[config.mk]
export PLATFORM = sky130hd
export DESIGN_NAME = card_window_decoder
export DESIGN_NICKNAME = d
export VERILOG_FILES = /design/src/rtl/cwd_pkg.sv /design/src/rtl/cwd_regfile.sv /design/src/rtl/cwd_win_match.sv /design/src/rtl/cwd_prio_sel.sv /design/src/rtl/card_window_decoder.sv
export SDC_FILE = /design/constraint.sdc
export NUM_CORES = 2
export LEC_CHECK = 0
export BUFFER_PORTS_ARGS = -buffer_cell sky130_fd_sc_hd__buf_2
export CAP_MARGIN = 15
export CORE_ASPECT_RATIO = 0.6
export CORE_MARGIN = 2
export CORE_UTILIZATION = 40
export CTS_CLUSTER_DIAMETER = 80
export DETAILED_ROUTE_END_ITERATION = 8
export PLACE_DENSITY = 0.54
export SLEW_MARGIN = 15
export SYNTH_ARGS = -nofsm -noshare
export SYNTH_HDL_FRONTEND = slang
export SYNTH_SLANG_ARGS = --single-unit
[constraint.sdc]
create_clock -name clk -period 6 [get_ports clk]
set_input_delay 0 -clock clk [delete_from_list [all_inputs] [get_ports clk]]
set_output_delay 0 -clock clk [all_outputs]
set_load 0.1 [all_outputs]
[src/rtl/cwd_pkg.sv]
package cwd_pkg;

    localparam int ADDR_W = 32;
    localparam int CODE_W = 5;
    localparam int EXP_W  = 5;

    typedef enum logic [1:0] {
        SPC_COMMON = 2'b00,
        SPC_RSVD   = 2'b01,
        SPC_ATTR   = 2'b10,
        SPC_IO     = 2'b11
    } space_e;

    // Option register layout; field positions are decoded downstream.
    typedef struct packed {
        logic [CODE_W-1:0] size_code;  // 31:27
        logic [6:0]        spare_hi;   // 26:20
        logic [3:0]        hold;       // 19:16
        logic [3:0]        setup;      // 15:12
        logic [4:0]        strobe;     // 11:7
        logic              wide;       // 6
        logic              spare_lo;   // 5
        space_e            space;      // 4:3
        logic              socket;     // 2
        logic              wprot;      // 1
        logic              valid;      // 0
    } win_opt_t;

    typedef struct packed {
        logic             ok;
        logic [EXP_W-1:0] expo;
    } size_dec_t;

    typedef struct packed {
        logic       hit;
        logic       miss;
        logic       err;
        logic       fwd;
        logic       socket;
        space_e     space;
        logic       wide;
        logic [4:0] strobe;
        logic [3:0] setup;
        logic [3:0] hold;
    } acc_res_t;

    // Scrambled size code to log2(bytes)
    function automatic size_dec_t decode_size(input logic [CODE_W-1:0] code);
        size_dec_t d;
        d.ok = 1'b1;
        unique case (code)
            5'd0:  d.expo = 5'd0;
            5'd1:  d.expo = 5'd1;
            5'd2:  d.expo = 5'd3;
            5'd3:  d.expo = 5'd2;
            5'd4:  d.expo = 5'd7;
            5'd5:  d.expo = 5'd6;
            5'd6:  d.expo = 5'd4;
            5'd7:  d.expo = 5'd5;
            5'd8:  d.expo = 5'd15;
            5'd9:  d.expo = 5'd14;
            5'd10: d.expo = 5'd12;
            5'd11: d.expo = 5'd13;
            5'd12: d.expo = 5'd8;
            5'd13: d.expo = 5'd9;
            5'd14: d.expo = 5'd11;
            5'd15: d.expo = 5'd10;
            5'd20: d.expo = 5'd24;
            5'd21: d.expo = 5'd25;
            5'd23: d.expo = 5'd26;
            5'd24: d.expo = 5'd16;
            5'd25: d.expo = 5'd17;
            5'd26: d.expo = 5'd19;
            5'd27: d.expo = 5'd18;
            5'd28: d.expo = 5'd23;
            5'd29: d.expo = 5'd22;
            5'd30: d.expo = 5'd20;
            5'd31: d.expo = 5'd21;
            default: begin
                d.ok   = 1'b0;
                d.expo = '0;
            end
        endcase
        return d;
    endfunction

    function automatic logic [ADDR_W-1:0] low_mask(input logic [EXP_W-1:0] expo);
        return (ADDR_W'(1) << expo) - ADDR_W'(1);
    endfunction

endpackage

[src/rtl/cwd_regfile.sv]
module cwd_regfile
    import cwd_pkg::*;
#(
    parameter int NUM_WIN = 8,
    localparam int IDX_W  = $clog2(NUM_WIN),
    localparam int SEL_W  = IDX_W + 1
) (
    input  logic                              clk,
    input  logic                              rst,
    input  logic                              cfg_we,
    input  logic [SEL_W-1:0]                  cfg_sel,
    input  logic [ADDR_W-1:0]                 cfg_wdata,
    output logic [NUM_WIN-1:0][ADDR_W-1:0]    base_q,
    output win_opt_t [NUM_WIN-1:0]            opt_q
);

    logic [IDX_W-1:0] wr_idx;
    logic             wr_is_opt;

    assign wr_idx    = cfg_sel[SEL_W-1:1];
    assign wr_is_opt = cfg_sel[0];

    for (genvar w = 0; w < NUM_WIN; w++) begin : g_win
        always_ff @(posedge clk) begin
            if (rst) begin
                base_q[w] <= '0;
                opt_q[w]  <= '0;
            end else if (cfg_we && (wr_idx == IDX_W'(w))) begin
                if (wr_is_opt) begin
                    opt_q[w] <= win_opt_t'(cfg_wdata);
                end else begin
                    base_q[w] <= cfg_wdata;
                end
            end
        end
    end

endmodule

[src/rtl/cwd_win_match.sv]
module cwd_win_match
    import cwd_pkg::*;
(
    input  logic [ADDR_W-1:0] addr,
    input  logic [ADDR_W-1:0] base,
    input  logic [CODE_W-1:0] size_code,
    input  logic              valid,
    output logic              match,
    output logic [ADDR_W-1:0] offset
);

    size_dec_t        dec;
    logic [ADDR_W-1:0] mask;

    always_comb begin
        dec    = decode_size(size_code);
        mask   = low_mask(dec.expo);
        match  = valid && dec.ok && ((addr & ~mask) == base);
        offset = addr & mask;
    end

endmodule

[src/rtl/cwd_prio_sel.sv]
module cwd_prio_sel #(
    parameter int N = 8,
    localparam int IDX_W = $clog2(N)
) (
    input  logic [N-1:0]     req,
    output logic             any,
    output logic [IDX_W-1:0] idx
);

    always_comb begin
        any = |req;
        idx = '0;
        for (int i = N - 1; i >= 0; i--) begin
            if (req[i]) begin
                idx = IDX_W'(i);
            end
        end
    end

endmodule

[src/rtl/card_window_decoder.sv]
module card_window_decoder
    import cwd_pkg::*;
#(
    parameter int NUM_WIN = 8,
    localparam int IDX_W  = $clog2(NUM_WIN),
    localparam int SEL_W  = IDX_W + 1
) (
    input  logic              clk,
    input  logic              rst,
    input  logic              cfg_we,
    input  logic [SEL_W-1:0]  cfg_sel,
    input  logic [31:0]       cfg_wdata,
    input  logic              acc_valid,
    input  logic              acc_write,
    input  logic [31:0]       acc_addr,
    output logic              res_valid,
    output logic              res_hit,
    output logic              res_miss,
    output logic              res_err,
    output logic              res_fwd,
    output logic [IDX_W-1:0]  res_win,
    output logic              res_socket,
    output logic [1:0]        res_space,
    output logic              res_wide,
    output logic [4:0]        res_strobe,
    output logic [3:0]        res_setup,
    output logic [3:0]        res_hold,
    output logic [31:0]       res_card_addr
);

    logic [NUM_WIN-1:0][ADDR_W-1:0] base_q;
    win_opt_t [NUM_WIN-1:0]         opt_q;
    logic [NUM_WIN-1:0]             match_vec;
    logic [NUM_WIN-1:0][ADDR_W-1:0] offset_vec;
    logic                           any_match;
    logic [IDX_W-1:0]               win_idx;

    cwd_regfile #(.NUM_WIN(NUM_WIN)) regs_i (
        .clk       (clk),
        .rst       (rst),
        .cfg_we    (cfg_we),
        .cfg_sel   (cfg_sel),
        .cfg_wdata (cfg_wdata),
        .base_q    (base_q),
        .opt_q     (opt_q)
    );

    for (genvar w = 0; w < NUM_WIN; w++) begin : g_cmp
        cwd_win_match cmp_i (
            .addr      (acc_addr),
            .base      (base_q[w]),
            .size_code (opt_q[w].size_code),
            .valid     (opt_q[w].valid),
            .match     (match_vec[w]),
            .offset    (offset_vec[w])
        );
    end

    cwd_prio_sel #(.N(NUM_WIN)) prio_i (
        .req (match_vec),
        .any (any_match),
        .idx (win_idx)
    );

    win_opt_t         sel_opt;
    acc_res_t         nxt;
    logic [ADDR_W-1:0] nxt_card;
    logic [IDX_W-1:0] nxt_win;

    always_comb begin
        sel_opt  = opt_q[win_idx];
        nxt      = '0;
        nxt_card = '0;
        nxt_win  = '0;
        if (acc_valid) begin
            if (any_match) begin
                nxt.hit    = 1'b1;
                nxt.err    = acc_write && sel_opt.wprot;
                nxt.fwd    = !(acc_write && sel_opt.wprot);
                nxt.socket = sel_opt.socket;
                nxt.space  = sel_opt.space;
                nxt.wide   = sel_opt.wide;
                nxt.strobe = sel_opt.strobe;
                nxt.setup  = sel_opt.setup;
                nxt.hold   = sel_opt.hold;
                nxt_card   = offset_vec[win_idx];
                nxt_win    = win_idx;
            end else begin
                nxt.miss = 1'b1;
            end
        end
    end

    logic unused_spare;
    assign unused_spare = ^{sel_opt.spare_hi, sel_opt.spare_lo};

    acc_res_t res_q;

    always_ff @(posedge clk) begin
        if (rst) begin
            res_valid     <= 1'b0;
            res_q         <= '0;
            res_win       <= '0;
            res_card_addr <= '0;
        end else begin
            res_valid     <= acc_valid;
            res_q         <= nxt;
            res_win       <= nxt_win;
            res_card_addr <= nxt_card;
        end
    end

    assign res_hit    = res_q.hit;
    assign res_miss   = res_q.miss;
    assign res_err    = res_q.err;
    assign res_fwd    = res_q.fwd;
    assign res_socket = res_q.socket;
    assign res_space  = res_q.space;
    assign res_wide   = res_q.wide;
    assign res_strobe = res_q.strobe;
    assign res_setup  = res_q.setup;
    assign res_hold   = res_q.hold;

endmodule

==> impl_metrics.csv <==
group,metric,value,unit
synthesis,synth_edf_count,0,
critical_path,timing.rr.end,"res_err$_SDFF_PP0_",
global_routing,antenna_found_initial,21,
critical_path,rr_worst_depth,18,
die,row_count,83,
global_routing,grt_pass1_wl,279000,um
critical_path,crit_arrival,6.56,ns
routing,vias,39459,
layout,n_fill_cell,8814,
power_and_ir_drop,p_clk_share,43.8,%
layout,layout_common_cells,"1098 x nand2_1, 562 x a21oi_1, 505 x dfxtp_1, 270 x buf_4, 190 x mux2i_1",
cts,clock-sinks,505,
outcome,status,"finished clean",
place,dp.cells,5905,
place,portBuffers,129,
die,io_pins,130,
critical_path,start_kind,"register",
timing,slew_headroom,19.7,%
critical_path,cpMaxStageDelayCell,"a2111oi_2",
synthesis,syn-cell-area,0.0346,mm2
cts,cts_tree,"built",
synthesis,synth.distinct_cells,127,
die,start_util,40.4,%
cts,clk_latency,0.68,ns
die,dieArea,0.0891,mm2
routing,via_per_inst,6.50,
global_routing,grt_max_degree,86,
power_and_ir_drop,power_frac_seq,41.3,%
layout,final_common_cell,"nand2_1",
critical_path,cp_top_family,"compound AO/OA/AOI/OAI gates",
power_and_ir_drop,total_power,0.00831,W
cts,path_clk_slew,0.07,ns
global_routing,grt_use_total,44.1,%
min_path,hold_path_depth,5,
timing,hold_viol,0,
cts,cts_buffers,54,
die,die_w,384,um
place,gp_congestion,1.10,
flow_run,max-cap-violations,0,
timing,finClkSkew,0.0418,ns
power_and_ir_drop,switching_share,30.7,%
layout,fin_nets,4944,
routing,wl,203000,um
place,dp_hpwl,148000,um
power_and_ir_drop,intPower,0.00576,W
timing,whs,0.0385,ns
layout,drive_above_1_share,13.6,%
global_routing,overflow,0,
min_path,hold_path_startpoint,"cfg_sel[0]",
synthesis,ys_warn_count,0,
routing,firstDrtPassIters,9,
place,placed_cell_area,0.0371,mm2
routing,wl_per_cell,33.4,um
timing,tns,0,ns
synthesis,ys.flop_type,"dfxtp_1",
timing,fin_crit_sh,99.0,%
min_path,hold_class,"in2reg",
synthesis,async_reset_ff_share,0,%
global_routing,grt_pass1_vias,34280,
critical_path,r2r_slack,0.06,ns
power_and_ir_drop,ir_drop,231,uV
timing,drv_slew,0,
critical_path,path_class,"reg2reg",
cts,root_buffer,"clkbuf_16",
routing,antenna_left,0,
critical_path,worst-path-buf-inv,2,
critical_path,r2r-start,"regs_i.opt_q[253]$_SDFFE_PP0P_",
power_and_ir_drop,power.net_switching,0.00256,W
power_and_ir_drop,combPwrFrac,14.9,%
min_path,whs_endpoint,"regs_i.opt_q[243]$_SDFFE_PP0P_",
synthesis,synthCells,4755,
critical_path,end_kind,"register",
layout,area_growth,14.4,%
cts,htree_levels,2,
routing,drt_iter0_markers,7384,
synthesis,synth-seq-cells,505,
die,design.core.area,0.0857,mm2
timing,tightest_slew,1.20,ns
timing,fmax,168,MHz
power_and_ir_drop,p_leak,14.1,nW
timing,min_period,5.94,ns
timing,rsz0062_at_grt,"no",
die,die_height,232,um
layout,final_cells,6075,
critical_path,required,6.62,ns
synthesis,synth.avg_cell_area,7.29,um2
cts,cts_setup_buffers,0,
timing,setup_violations,0,
power_and_ir_drop,p_per_area,210,mW/mm2
layout,design_area,0.0396,mm2
critical_path,cp_cell_sequence,"or2_2, a21oi_1, o21ai_2, ha_1, nand2_1, o21ai_0, mux2i_1, o21ai_0, nor4_1, nand3_1, a2111oi_2, o311a_2, o21bai_4, inv_6, mux2_2, a21oi_1, buf_4, and2_1",
critical_path,cp_max_fo,32,
routing,drc,0,
cts,cts_max_path_buffers,3,
synthesis,yosysSeqAreaShare,29.2,%
critical_path,crit_path_max_incr_delay,0.50,ns
[registers in the layout, summed over array words and instances, names as in the netlist]
| name | cells |
|---|---|
| regs_i.base_q | 256 |
| regs_i.opt_q | 192 |
| res_card_addr | 32 |
| res_err | 1 |
| res_fwd | 1 |
| res_hit | 1 |
| res_hold | 4 |
| res_miss | 1 |
| res_setup | 4 |
| res_socket | 1 |
| res_space | 2 |
| res_strobe | 5 |
| res_valid | 1 |
| res_wide | 1 |
| res_win | 3 |
[final cells by class]
type	instances	area, um2	share of cell area (%)
diodes	20	50.0	0.126
clock buffers	75	1560	3.94
clock inverters	26	284	0.717
inverters	71	272	0.685
multi-input cells	3770	22500	56.7
flip-flops and latches	505	10100	25.5
well taps	1147	1440	3.62
repair buffers	461	3440	8.68
[synth_stat cells (all sizes together), types with 14 or more instances]
library cell     n  share of area (%)
nand2         1103                 12
a21oi          566                8.2
dfxtp          505                 29
clkbuf         230                2.5
mux2i          193                5.6
nor2           190                2.2
buf            181                3.2
o21ai          168                2.4
nand2b         127                2.4
nand3          109                1.6
nor2b          101                1.9
nand4           89                1.6
nor3            79                1.2
xor2            77                1.9
inv             71               0.78
xnor2           65                1.6
o211ai          51                1.1
nor4            50               0.94
and2            43               0.78
mux2            40                1.3
and3            34               0.61
a211oi          33               0.74
o2111ai         33               0.85
or2             31               0.57
or3             31               0.56
a21boi          24               0.52
nand3b          24               0.52
nor3b           24               0.56
o22ai           24               0.43
nor4bb          23               0.66
nand4b          21               0.53
nor4b           21               0.66
o32ai           21               0.53
a221o           20               0.58
o221ai          20               0.54
a2111oi         19               0.56
a31oi           18               0.33
or4             18               0.40
and4            16               0.40
a211o           14               0.35
[worst reg2reg max path: stages (launching register included)]
cell and delay [ns]:
dfxtp_1 0.40, or2_2 0.17, a21oi_1 0.10, o21ai_2 0.39
ha_1 0.50, nand2_1 0.13, o21ai_0 0.31, mux2i_1 0.42
o21ai_0 0.25, nor4_1 0.44, nand3_1 0.32, a2111oi_2 0.50
o311a_2 0.37, o21bai_4 0.15, inv_6 0.36, mux2_2 0.43
a21oi_1 0.38, buf_4 0.19, and2_1 0.12
[through the flow]
stage / worst slack [ns] / util, %
after floorplan: 1.45 / -
after global placement: -0.600 / 43.3
after detailed placement: -0.406 / 43.4
after CTS: 0.00237 / 46.1
after global routing: 0.0142 / 46.2
final: 0.0584 / 46.3
[logic make-up (layout without fill, tap and decap cells)]
| family | after synthesis | count (layout) | share of synthesized area, % |
|---|---|---|---|
| buf+inv | 482 | 633 | 6.54 |
| other cells | 1 | 23 | 0.0108 |
| simple gates | 2191 | 2191 | 31.5 |
| compound gates | 1193 | 1193 | 21.9 |
| mux | 233 | 233 | 6.90 |
| flops | 505 | 505 | 29.2 |
| xor+xnor | 142 | 142 | 3.59 |
| fa+ha+maj | 8 | 8 | 0.289 |
[layer usage]
metal  part of all wire (%)  vias to the layer above  GRT usage (%)
li1                       -                    17126              -
met1                     43                    18840           63.7
met2                     36                     3031           54.6
met3                     17                      454           20.8
met4                    4.3                        8           16.6
met5                  0.027                        -              0
[worst max-delay path by stage]
stage,end,slack [ns],startpoint,cells past startpoint
4_1_cts,res_card_addr[11]$_SDFF_PP0_,0.002,regs_i.opt_q[59]$_SDFFE_PP0P_,19
3_3_place_gp,res_err$_SDFF_PP0_,-0.60,regs_i.opt_q[125]$_SDFFE_PP0P_,20
6_report,res_err$_SDFF_PP0_,0.06,regs_i.opt_q[253]$_SDFFE_PP0P_,18
3_5_place_dp,res_err$_SDFF_PP0_,-0.41,regs_i.opt_q[253]$_SDFFE_PP0P_,18
2_1_floorplan,res_hold[1]$_SDFF_PP0_,1.45,regs_i.opt_q[189]$_SDFFE_PP0P_,19
5_1_grt,res_err$_SDFF_PP0_,0.01,regs_i.opt_q[155]$_SDFFE_PP0P_,19
[power by group through the flow]
stage                     clock network (W)  registers [W]  logic, W
after floorplan                           0        0.00350  0.000590
after global placement                    0        0.00350   0.00114
after detailed placement                  0        0.00350   0.00113
after CTS                           0.00366        0.00343   0.00116
after global routing                0.00379        0.00343   0.00126
final                               0.00364        0.00343   0.00124
[repair_timing]
item	in CTS	in global routing
cloned	0	0
hold buffers	49	0
pin swaps	0	1
hold endpoints to repair	296	0
setup endpoints to repair	28	40
gates resized for setup	6	20
(Power assumes the default switching activity.)
